$ cat config.mk
export PLATFORM = sky130hd
export DESIGN_NAME = nco_bank
export DESIGN_NICKNAME = d
export VERILOG_FILES = /design/src/rtl/nco_pkg.sv /design/src/rtl/nco_cword_regs.sv /design/src/rtl/nco_phase_acc.sv /design/src/rtl/nco_bank.sv
export SDC_FILE = /design/constraint.sdc
export NUM_CORES = 1
export LEC_CHECK = 0
export ABC_AREA = 0
export BUFFER_PORTS_ARGS = -buffer_cell sky130_fd_sc_hd__buf_2
export CAP_MARGIN = 25
export CORE_UTILIZATION = 55
export DETAILED_ROUTE_END_ITERATION = 6
export PLACE_DENSITY = 0.76
export SLEW_MARGIN = 30
export SYNTH_ARGS = -nofsm -noshare
export SYNTH_HDL_FRONTEND = slang
export SYNTH_SLANG_ARGS = --single-unit
$ cat constraint.sdc
create_clock -name clk -period 4.1 [get_ports clk]
set_input_delay 0.82 -clock clk [delete_from_list [all_inputs] [get_ports clk]]
set_output_delay 0.82 -clock clk [all_outputs]
set_load 0.005 [all_outputs]
$ cat src/rtl/nco_pkg.sv
package nco_pkg;

  localparam int CW_W   = 16;
  localparam int BYTE_W = 8;

  typedef logic [CW_W-1:0] cword_t;

  // Fold the signed interpretation into a positive step.
  function automatic cword_t eff_step(input cword_t w);
    cword_t neg;
    neg = ~w + cword_t'(1);
    return w[CW_W-1] ? neg : w;
  endfunction

endpackage

$ cat src/rtl/nco_cword_regs.sv
module nco_cword_regs
  import nco_pkg::*;
#(
  parameter int NUM_CH = 2,
  parameter int ADDR_W = 8
) (
  input  logic                          clk,
  input  logic                          rst_n,
  input  logic                          wr_en,
  input  logic [ADDR_W-1:0]             wr_addr,
  input  logic [BYTE_W-1:0]             wr_data,
  output logic [NUM_CH-1:0][CW_W-1:0]   cword_o
);

  localparam int HI_OFS = 8;
  localparam int LO_OFS = 12;
  localparam int STRIDE = 8;

  for (genvar g = 0; g < NUM_CH; g++) begin : g_ch
    localparam logic [ADDR_W-1:0] A_HI = ADDR_W'(HI_OFS + STRIDE * g);
    localparam logic [ADDR_W-1:0] A_LO = ADDR_W'(LO_OFS + STRIDE * g);

    logic                hi_en, lo_en;
    logic [BYTE_W-1:0]   hi_q, lo_q;

    always_comb begin
      hi_en = wr_en && (wr_addr == A_HI);
      lo_en = wr_en && (wr_addr == A_LO);
    end

    always_ff @(posedge clk or negedge rst_n) begin
      if (!rst_n) begin
        hi_q <= '0;
      end else if (hi_en) begin
        hi_q <= wr_data;
      end
    end

    always_ff @(posedge clk or negedge rst_n) begin
      if (!rst_n) begin
        lo_q <= '0;
      end else if (lo_en) begin
        lo_q <= wr_data;
      end
    end

    assign cword_o[g] = {hi_q, lo_q};
  end

endmodule

$ cat src/rtl/nco_phase_acc.sv
module nco_phase_acc
  import nco_pkg::*;
(
  input  logic   clk,
  input  logic   rst_n,
  input  cword_t cword,
  output logic   freq_o,
  output logic   tick_o
);

  cword_t step;
  logic   step_en;
  cword_t acc_q, acc_d;
  logic   tick_q, tick_d;

  always_comb begin
    step    = eff_step(cword);
    step_en = |step;
    acc_d   = acc_q + step;
    tick_d  = step_en && !acc_q[CW_W-1] && acc_d[CW_W-1];
  end

  always_ff @(posedge clk or negedge rst_n) begin
    if (!rst_n) begin
      acc_q <= '0;
    end else if (step_en) begin
      acc_q <= acc_d;
    end
  end

  always_ff @(posedge clk or negedge rst_n) begin
    if (!rst_n) begin
      tick_q <= 1'b0;
    end else begin
      tick_q <= tick_d;
    end
  end

  assign freq_o = acc_q[CW_W-1];
  assign tick_o = tick_q;

endmodule

$ cat src/rtl/nco_bank.sv
module nco_bank
  import nco_pkg::*;
#(
  parameter int NUM_CH = 2,
  parameter int ADDR_W = 8
) (
  input  logic              clk,
  input  logic              rst_n,
  input  logic              wr_en,
  input  logic [ADDR_W-1:0] wr_addr,
  input  logic [7:0]        wr_data,
  output logic [NUM_CH-1:0] freq_out,
  output logic [NUM_CH-1:0] tick
);

  logic [NUM_CH-1:0][CW_W-1:0] cword_w;

  nco_cword_regs #(
    .NUM_CH (NUM_CH),
    .ADDR_W (ADDR_W)
  ) u_regs (
    .clk     (clk),
    .rst_n   (rst_n),
    .wr_en   (wr_en),
    .wr_addr (wr_addr),
    .wr_data (wr_data),
    .cword_o (cword_w)
  );

  for (genvar g = 0; g < NUM_CH; g++) begin : g_osc
    nco_phase_acc u_acc (
      .clk    (clk),
      .rst_n  (rst_n),
      .cword  (cword_w[g]),
      .freq_o (freq_out[g]),
      .tick_o (tick[g])
    );
  end

endmodule

==> impl_results.md <==
* Hold Buf Count CTS at 0
* Outcome: finished clean
* First-pass GRT wire length at between 15 and 20 mm
* First-pass iteration count of the detailed router at 4
* LEAKAGE at between 2 and 3 nW
* Synth Flop Type: dfrtp_1
* Pins Over Slew Limit at 0
* Initial antenna violation count at 0
* CTS Buffer Depth at 2
* Post-synth cell types at between 60 and 70
* Initial Util at between 50% and 60%
* Worst Hold End: g_osc[1].u_acc.tick_o$_DFF_PN0_
* Setup violators final at 0
* Worst Setup Start Kind: flip-flop
* Mapped Area at 5010 sq um
* Crit path max fanout at 7
* Nets@finish at just under 600
* CP cell instances: inv_1, ha_1, or4b_1, or3_2, o31ai_1, xnor2_1, ha_1, a21o_1, a211oi_1, nand2_1, o21ai_0, a31o_2, xnor2_1, mux2_4
* Die Wd at between 90 and 100 um
* Cts repair resizes at 0
* Max incr delay on CP at about 0.53 ns
* Post-Syn Instances at 508
* Final worst path period share at roughly nine tenths
* Hold Crit Class: flip-flop to flip-flop
* WS Path Type: flip-flop to flip-flop
* Sw Share at approximately two fifths
* Hold path cells at 1
* Psw at between 1 and 1.5 mW
* Die area at 9490 sq um
* Flop pwr share at roughly a third
* Number of port buffers at 22
* EDFF count, synth at 0
* Final hold vios at 0
* DR vias at between 3,000 and 4,000
* Storage element area at around 1700 sq um
* GR Overflow Total at 0
* Max IR drop VDD at about 0.00026 V
* CP arrival at between 3 and 4 ns
* FF-to-FF path depth at 14
* PwrDens at 575 nW/um^2
* CP required at 4.33 ns
* DRT iter0 DRCs at between 200 and 300
* Clock sinks at between 60 and 70
* Num CTS Buffers at 9
* Synth warn at 0
* Async SR Flop Fraction at between 90% and 100%
* RSZ-0062 raised after global routing: no
* Worst-path clk slew at 0.08 ns
* Design area at roughly 5300 sq um
* Gr usage total at between 20% and 30%
* Clock network power share at around 14%
* # fillers at ~750
* Post-Syn Area per Cell at about 9.9 sq um
* Placed Area at ~5000 sq um
* Crit-path slowest cell: or3_2
* Post-synth top area share at about a third
* # rows at 34
* Post-CTS setup buffer count at 0
* # Max-Cap Violations at 0
* RR Endpoint: g_osc[0].u_acc.acc_q[15]$_DFFE_PN0N_
* Hold WS at around 0.48 ns
* Endpoint type of the worst setup path: flip-flop
* Layout cells sized above 1 at about a fifth
* Max H-tree Level at 3
* #FFs+latches synth at 66
* Number of remaining DRC errors at 0
* R2R setup slack at 0.35 ns
* TritonCTS clock tree: yes
* Layout Skew at 0.0102 ns
* Root Driver: clkbuf_8
* DR vias/cell at a little over 6
* Slew @ Worst Pin at between 0.7 and 0.8 ns
* Worst Min Path Start: g_osc[1].u_acc.acc_q[15]$_DFFE_PN0N_
* Sum Neg Setup Slack at 0 ns
* Comb pwr share at 52.8%
* Final wirelength at slightly above 10 mm
* Fmax at about 0.27 GHz
* Clock Latency Late Sink at around 0.35 ns
* Final min period at about 3.8 ns
* Number of global-route vias before repair at ~3,700
* Net count after synthesis at 567
* Routability cong. at about 0.83
* Register area share after synthesis at 33.0%
* Worst flop-to-flop path startpoint: u_regs.g_ch[0].lo_q[1]$_DFFE_PN0P_
* Pwr Total at about 3 mW
* Area of the multi-input gates at 3150 sq um
* Ports at 23
* Core area at 8760 sq um
* Wire length per cell at roughly 16 um
* Core Util, Final at roughly three fifths
* DRT antenna net count at 0
* Max-slew headroom at roughly half
* Antenna cell count at 0
* Die Ht at a little under 100 um
* Most area-hungry cell type in the Yosys netlist: dfrtp_1
* Area grow syn2layout at 5.59%
* Synth area leaders: dfrtp_1 (33%), mux2_2 (9.9%), ha_1 (9.5%)
* Detail Placement HPWL at approximately 7.7 mm
* Largest net degree at the start of global routing at 37
* Internal Power at 1.83 mW
-- cells in the final DEF (no fill, tap or decap), types with 12 or more instances in the layout --
cell and count:
nand2_1 36, o21ai_0 38, inv_1 15, xnor2_1 41, nor2_1 16, o31ai_1 12
dfrtp_1 66, a21oi_1 24, a21o_1 23, buf_2 22, mux2_2 44, ha_1 38
-- sequential cells by signal, summed over array words and instances (netlist names) --
signal	flops
u_regs.g_ch.lo_q	16
g_osc.u_acc.tick_o	2
u_regs.g_ch.hi_q	16
g_osc.u_acc.acc_q	32
-- routing by layer --
layer / track usage (%) / routed length, um / up-vias / part of all wire (%)
met3: 4.75 / 564 / 10 / 5.5
met5: 0 / 0 / - / 0
met2: 33.9 / 4430 / 99 / 43
li1: - / - / 1889 / -
met1: 34.1 / 5190 / 1870 / 50
met4: 7.35 / 131 / 0 / 1.3
-- worst max-delay path by stage --
stage          depth (start not counted)                                   end                          startpoint
6_report                              14  g_osc[0].u_acc.acc_q[15]$_DFFE_PN0N_  u_regs.g_ch[0].lo_q[1]$_DFFE_PN0P_
4_1_cts                               14  g_osc[0].u_acc.acc_q[15]$_DFFE_PN0N_  u_regs.g_ch[0].lo_q[1]$_DFFE_PN0P_
3_3_place_gp                          14  g_osc[0].u_acc.acc_q[15]$_DFFE_PN0N_  u_regs.g_ch[0].lo_q[0]$_DFFE_PN0P_
2_1_floorplan                         16  g_osc[0].u_acc.acc_q[15]$_DFFE_PN0N_  u_regs.g_ch[0].lo_q[0]$_DFFE_PN0P_
5_1_grt                               14  g_osc[0].u_acc.acc_q[15]$_DFFE_PN0N_  u_regs.g_ch[0].lo_q[1]$_DFFE_PN0P_
3_5_place_dp                          14  g_osc[0].u_acc.acc_q[15]$_DFFE_PN0N_  u_regs.g_ch[0].lo_q[1]$_DFFE_PN0P_
-- cell families (layout without fill, tap and decap cells) --
group | after synthesis | in the layout | share of synthesized area [%]
multiplexers | 55 | 55 | 12.9
buffers and inverters | 44 | 56 | 4.42
AND/OR/NAND/NOR | 116 | 116 | 12.9
AO/OA/AOI/OAI | 137 | 137 | 17.8
adder cells (fa/ha/maj) | 40 | 40 | 10.3
flip-flops | 66 | 66 | 33.0
XOR/XNOR | 50 | 50 | 8.74
-- critical path, delay by kind of cell, from the launching register on --
| kind | cells | cell delay, ns |
|---|---|---|
| flops | 1 | 0.40 |
| buf+inv | 1 | 0.10 |
| xor+xnor | 2 | 0.24 |
| simple gates | 3 | 1.12 |
| mux | 1 | 0.27 |
| compound gates | 5 | 0.96 |
| fa+ha+maj | 2 | 0.56 |
-- power by group through the flow --
stage                     Combinational [mW]  Sequential [mW]  Clock (mW)
after floorplan                         1.36            0.947           0
after global placement                  1.53            0.994           0
after detailed placement                1.59             1.00           0
after CTS                               1.60            0.992       0.455
after global routing                    1.80             1.02       0.485
final                                   1.61            0.993       0.442
-- through the flow --
step           setup slack [ns]  instances
2_1_floorplan             0.447        508
3_3_place_gp              0.444        615
3_5_place_dp              0.390        615
4_1_cts                   0.353        628
5_1_grt                  0.0997        628
6_report                  0.350        628
-- synth_stat cells, types with 2 or more instances --
cell type,number
buf_6,2
dfrtp_1,66
a21oi_1,24
and3_1,2
xor2_1,9
a31oi_1,6
nor2_1,16
mux2_2,44
nand2_1,36
o2111ai_1,2
nor4b_1,2
o21ai_0,38
ha_1,38
or4b_1,2
o21bai_1,3
inv_1,15
nand4_1,5
nor2b_1,2
clkbuf_1,15
a21o_1,23
nand2b_1,7
o31ai_1,12
a32oi_1,2
nand4b_1,2
or4_1,4
or3_1,7
nor4_1,3
mux2i_1,3
o21a_1,3
xnor2_1,41
buf_4,5
o41ai_1,7
fa_1,2
nor3_1,7
buf_2,5
nand3_1,7
a211oi_1,7
mux2_4,8
nand3b_1,2
-- final cells by class --
class,instances,area share (%)
Inverter,15,1.06
Timing Repair Buffer,28,2.93
Clock inverter,1,0.0946
Multi-Input combinational cell,398,59.6
Tap cell,108,2.55
Sequential cell,66,31.2
Clock buffer,12,2.55
No activity file was read; power rests on OpenSTA's default activity.
